## src/rtl/ofs_pkg.sv

```systemverilog
package ofs_pkg;
  // Slot selector shared by the write and read pointers
  typedef enum logic {
    SLOT_AE = 1'b0,
    SLOT_AF = 1'b1
  } slot_e;

  function automatic slot_e next_slot(input slot_e s);
    return (s == SLOT_AE) ? SLOT_AF : SLOT_AE;
  endfunction
endpackage

```

## src/rtl/ofs_wr_ctrl.sv

```systemverilog
module ofs_wr_ctrl
  import ofs_pkg::*;
#(
  parameter int OFS_W = 16,
  parameter int CNT_W = $clog2(2 * OFS_W)
) (
  input  logic             clk,
  input  logic             mrst_n,
  input  logic             prst_n,
  input  logic             ser_mode,
  input  logic             ld,
  input  logic             wr_en,
  input  logic             ser_en,
  output logic             par_we,
  output slot_e            par_sel,
  output logic             ser_we,
  output slot_e            ser_sel,
  output logic [CNT_W-1:0] ser_pos
);
  localparam int CHAIN = 2 * OFS_W;
  localparam logic [CNT_W-1:0] LAST_BIT = CNT_W'(CHAIN - 1);
  localparam logic [CNT_W-1:0] HALF     = CNT_W'(OFS_W);

  slot_e            wptr_q;
  logic [CNT_W-1:0] bit_q;
  logic             live;

  assign live    = mrst_n && prst_n;
  assign par_we  = live && !ser_mode && ld && wr_en;
  assign ser_we  = live && ser_mode && ser_en;
  assign par_sel = wptr_q;
  assign ser_sel = (bit_q >= HALF) ? SLOT_AF : SLOT_AE;
  assign ser_pos = (bit_q >= HALF) ? (bit_q - HALF) : bit_q;

  always_ff @(posedge clk) begin
    if (!live) begin
      wptr_q <= SLOT_AE;
      bit_q  <= '0;
    end else begin
      if (par_we) wptr_q <= next_slot(wptr_q);
      if (ser_we) bit_q  <= (bit_q == LAST_BIT) ? '0 : bit_q + 1'b1;
    end
  end
endmodule

```

## src/rtl/ofs_store.sv

```systemverilog
module ofs_store
  import ofs_pkg::*;
#(
  parameter int OFS_W   = 16,
  parameter int DEF_PAR = 127,
  parameter int DEF_SER = 1023,
  parameter int CNT_W   = $clog2(2 * OFS_W)
) (
  input  logic             clk,
  input  logic             mrst_n,
  input  logic             cfg_serial,
  input  logic             par_we,
  input  slot_e            par_sel,
  input  logic [OFS_W-1:0] par_word,
  input  logic             ser_we,
  input  slot_e            ser_sel,
  input  logic [CNT_W-1:0] ser_pos,
  input  logic             ser_din,
  output logic [OFS_W-1:0] ae,
  output logic [OFS_W-1:0] af,
  output logic             ser_mode
);
  localparam logic [OFS_W-1:0] INIT_PAR = OFS_W'(DEF_PAR);
  localparam logic [OFS_W-1:0] INIT_SER = OFS_W'(DEF_SER);

  always_ff @(posedge clk) begin
    if (!mrst_n) ser_mode <= cfg_serial;
  end

  for (genvar r = 0; r < 2; r++) begin : g_slot
    localparam slot_e ME = slot_e'(1'(r));
    logic [OFS_W-1:0] q;
    always_ff @(posedge clk) begin
      if (!mrst_n) begin
        q <= cfg_serial ? INIT_SER : INIT_PAR;
      end else if (par_we && par_sel == ME) begin
        q <= par_word;
      end else if (ser_we && ser_sel == ME) begin
        for (int b = 0; b < OFS_W; b++) begin
          if (ser_pos == CNT_W'(b)) q[b] <= ser_din;
        end
      end
    end
  end

  assign ae = g_slot[0].q;
  assign af = g_slot[1].q;
endmodule

```

## src/rtl/ofs_rd_port.sv

```systemverilog
module ofs_rd_port
  import ofs_pkg::*;
#(
  parameter int OFS_W = 16
) (
  input  logic             clk,
  input  logic             mrst_n,
  input  logic             prst_n,
  input  logic             ld,
  input  logic             rd_en,
  input  logic [OFS_W-1:0] ae,
  input  logic [OFS_W-1:0] af,
  output logic [OFS_W-1:0] rd_data,
  output logic             rd_valid
);
  slot_e rptr_q;
  logic  take;

  assign take = mrst_n && prst_n && ld && rd_en;

  always_ff @(posedge clk) begin
    if (!mrst_n) begin
      rptr_q   <= SLOT_AE;
      rd_valid <= 1'b0;
      rd_data  <= '0;
    end else if (!prst_n) begin
      rptr_q   <= SLOT_AE;
      rd_valid <= 1'b0;
    end else begin
      rd_valid <= take;
      if (take) begin
        rd_data <= (rptr_q == SLOT_AE) ? ae : af;
        rptr_q  <= next_slot(rptr_q);
      end
    end
  end
endmodule

```

## src/rtl/ofs_loader.sv

```systemverilog
module ofs_loader
  import ofs_pkg::*;
#(
  parameter int OFS_W   = 16,
  parameter int DEF_PAR = 127,
  parameter int DEF_SER = 1023
) (
  input  logic             clk,
  input  logic             mrst_n,
  input  logic             prst_n,
  input  logic             cfg_serial,
  input  logic             ld,
  input  logic             wr_en,
  input  logic [OFS_W-1:0] wr_data,
  input  logic             ser_en,
  input  logic             ser_din,
  input  logic             rd_en,
  output logic [OFS_W-1:0] rd_data,
  output logic             rd_valid,
  output logic [OFS_W-1:0] ae_ofs,
  output logic [OFS_W-1:0] af_ofs,
  output logic             ser_mode
);
  localparam int CNT_W = $clog2(2 * OFS_W);

  logic             par_we, ser_we;
  slot_e            par_sel, ser_sel;
  logic [CNT_W-1:0] ser_pos;

  ofs_wr_ctrl #(.OFS_W(OFS_W), .CNT_W(CNT_W)) u_wr (
    .clk(clk), .mrst_n(mrst_n), .prst_n(prst_n), .ser_mode(ser_mode),
    .ld(ld), .wr_en(wr_en), .ser_en(ser_en),
    .par_we(par_we), .par_sel(par_sel),
    .ser_we(ser_we), .ser_sel(ser_sel), .ser_pos(ser_pos)
  );

  ofs_store #(.OFS_W(OFS_W), .DEF_PAR(DEF_PAR), .DEF_SER(DEF_SER), .CNT_W(CNT_W)) u_store (
    .clk(clk), .mrst_n(mrst_n), .cfg_serial(cfg_serial),
    .par_we(par_we), .par_sel(par_sel), .par_word(wr_data),
    .ser_we(ser_we), .ser_sel(ser_sel), .ser_pos(ser_pos), .ser_din(ser_din),
    .ae(ae_ofs), .af(af_ofs), .ser_mode(ser_mode)
  );

  ofs_rd_port #(.OFS_W(OFS_W)) u_rd (
    .clk(clk), .mrst_n(mrst_n), .prst_n(prst_n), .ld(ld), .rd_en(rd_en),
    .ae(ae_ofs), .af(af_ofs), .rd_data(rd_data), .rd_valid(rd_valid)
  );
endmodule

```

## config.mk

```make
export PLATFORM = sky130hd
export DESIGN_NAME = ofs_loader
export DESIGN_NICKNAME = d
export VERILOG_FILES = /design/src/rtl/ofs_pkg.sv /design/src/rtl/ofs_wr_ctrl.sv /design/src/rtl/ofs_store.sv /design/src/rtl/ofs_rd_port.sv /design/src/rtl/ofs_loader.sv
export SDC_FILE = /design/constraint.sdc
export NUM_CORES = 1
export LEC_CHECK = 0
export BUFFER_PORTS_ARGS = -buffer_cell sky130_fd_sc_hd__buf_2
export CAP_MARGIN = 10
export CORE_MARGIN = 5
export CORE_UTILIZATION = 45
export CTS_BUF_LIST = sky130_fd_sc_hd__clkbuf_4 sky130_fd_sc_hd__clkbuf_8
export DETAILED_ROUTE_END_ITERATION = 16
export PLACE_DENSITY = 0.69
export SLEW_MARGIN = 20
export SYNTH_ARGS = -nofsm -noshare
export SYNTH_HDL_FRONTEND = slang
export SYNTH_SLANG_ARGS = --single-unit
```

## constraint.sdc

```tcl
create_clock -name clk -period 3.9 [get_ports clk]
set_input_delay 0.585 -clock clk [delete_from_list [all_inputs] [get_ports clk]]
set_output_delay 0.585 -clock clk [all_outputs]
set_load 0.005 [all_outputs]
```

==> impl_metrics.toml <==
[worst_setup_path]
critPathLaunch = "mrst_n"
start_kind = "primary input"
timing.rr.start = "u_store.ser_mode"
path_class = "primary input to flop"
critPathCaptureType = "flop"
worst-endpoint-required_ns = 3.95
cp_data_arrival_time_ns = 2.11
cp_max_fo = 25
r2r_cells = 3

[route]
vias = 2371
drc = 0
drt_wl_total_um = 7210
viasPerCell = 5.65
ant_nets = 0
wl_per_cell_um = 17.2
drtIter0Drc = 128
drtPass1Iterations = 5

[die]
rows = 29
fp.coreArea_um2 = 6240
die_x_um = 89.4
fp.dieH_um = 89.4
io_pins = 75
dieArea_um2 = 8000
initial_utilization_pct = 45.5

[place]
dpl.hpwl_um = 5220
numPortBuffers = 74
gp_congestion = 0.789

[synthesis]
synth_common_cells = "o21ai_0, edfxtp_1, dfxtp_1"
ys_seq_area_share_pct = 51.8
ys_ff_latch = 57
yosysUniqueCellTypes = 36
synth_top_area_share_pct = 34.9
synth_area_leaders = "edfxtp_1, dfxtp_1, o21ai_0"
synth_nets = 300
yosysTopAreaCell = "edfxtp_1"
muxShareOfSynthArea_pct = 5.64
synth_top_family_by_area = "compound AO/OA/AOI/OAI gates"
netlist_area_um2 = 2840
async_flop_share_pct = 0
synth_xor_area_share_pct = 0.617
yosys_warnings = 0
synth_ff_type = "edfxtp_1"
synth_compound_area_share_pct = 21.7
synth_edf_count = 33
synth_fa_ha_area_share_pct = 2.20
synth.most_common_cell = "o21ai_0"
avgSynthCellArea_um2 = 10.5
synth-simple-area-share_pct = 13.0
netlist_instances = 270

[power]
internal_power_mw = 1.10
switching_power_uw = 321
switching_share_pct = 22.6
clkPwrFrac_pct = 42.1
totalPowerFinal_mw = 1.42
combPwrFrac_pct = 9.3
ir_drop_mv = 0.239
pwr_density_cell_nw_per_um2 = 416
seq_power_share_pct = 48.6
leakage_nw = 1.24

[timing]
hold-worst-slack_ns = 0.453
fin_crit_sh_pct = 52.9
tightest_slew_ns = 1.06
rsz0062_at_grt = "false"
fin_skew_ns = 0.00859
finalSetupViolCount = 0
slew_viol_final = 0
fmax_ghz = 0.485
period_needed_ns = 2.06
fin_setup_tns_ns = 0
hold_viol_final = 0
timing.slew.headroom_pct = 29.6

[global_routing]
antenna_found_initial = 0
grt_pass1_wl_um = 11300
grt_pass1_vias = 2255
grt_max_degree = 35
grtUsageTotal_pct = 18.8
overflow = 0

[clock_tree]
cts_tree = "built"
clock_sinks = 57
cts_inserted_buffers = 9
postCtsSetupBuffers = 0
clock_latency_ns = 0.33
ctsHoldBuffers = 0
htreeDepth = 3
clockBufferDepth = 2
ctsRootBufferMaster = "clkbuf_8"
cts-resized-gates = 0
clk_pin_slew_ns = 0.06

[min_path]
hold_class = "primary input to flop"
min_from = "cfg_serial"
min_path_cells = 1

[finish]
nFillCells = 599
antennaDiodeCount = 0
fin_nets = 368
syn_to_final_growth_pct = 19.9
drive_gt1_share_pct = 29.4

[run_status]
status = "complete, no violations"

[job]
drv_cap = 0
## metrics by stage
stage / setup slack (ns) / instances / cell area [um2] / util [%]
after floorplan: 2.24 / 270 / 2840 / -
after global placement: 1.56 / 404 / 3180 / 51.0
after detailed placement: 1.51 / 404 / 3180 / 51.0
after CTS: 1.85 / 420 / 3400 / 54.5
after global routing: 1.69 / 420 / 3400 / 54.6
final: 1.84 / 420 / 3400 / 54.6
## layout make-up
type                    instances  area, um2  share of cell area (%)
multi-input cells             191       1230                    36.0
repair buffers                 74        370                    10.9
flip-flops and latches         57       1470                    43.2
well taps                      77       96.3                    2.83
clock inverters                 2       35.0                    1.03
clock buffers                  14        186                    5.48
inverters                       5       18.8                   0.551
## layout by cell type, fill, tap and decap left out, drive strengths merged, types with 2 or more instances in the layout
cell,instances
buf,74
o21ai,52
edfxtp,33
dfxtp,24
nor2,21
mux2i,16
a211oi,16
nand2,16
o21a,14
clkbuf,14
a21oi,13
nand3,10
a31oi,7
inv,5
ha,5
and4,4
nand2b,3
and2,2
nor2b,2
xnor2,2
## worst max-delay path, stage by stage
cell and delay, ns:
buf_2 0.32, inv_1 0.48, a21oi_4 0.49, o21ai_0 0.22
## registers in the layout, summed over array words and instances (netlist names)
name              flops
u_rd.rd_data         16
u_rd.rd_valid         1
u_rd.rptr_q           1
u_store.ae           16
u_store.af           16
u_store.ser_mode      1
u_wr.bit_q            5
u_wr.par_sel          1
## final timing paths
kind	end	slack, ns
max	u_store.af[1]	1.84
min	u_store.ser_mode	0.45
max reg2reg	u_store.af[11]	1.85
min reg2reg	u_rd.rd_data[0]	0.50
## per-layer routing
layer	track usage (%)	vias up	part of all wire, %
li1	-	1148	-
met1	23.5	1104	40
met2	31.3	101	50
met3	4.88	18	7.7
met4	7.04	0	2.1
met5	0	-	0
## logic make-up (layout without fill, tap and decap cells)
family	Yosys count	after routing
AO/OA/AOI/OAI	102	102
flip-flops	57	57
adder cells (fa/ha/maj)	5	5
buffers and inverters	22	95
multiplexers	16	16
XOR/XNOR	2	2
AND/OR/NAND/NOR	66	66
## power by group through the flow
stage	sequential, mW	clock, mW	combinational (mW)
2_1_floorplan	0.700	0	0.0742
3_3_place_gp	0.701	0	0.129
3_5_place_dp	0.702	0	0.131
4_1_cts	0.689	0.607	0.132
5_1_grt	0.692	0.640	0.148
6_report	0.689	0.597	0.132
Note: power is estimated with default switching activity, not from simulation.
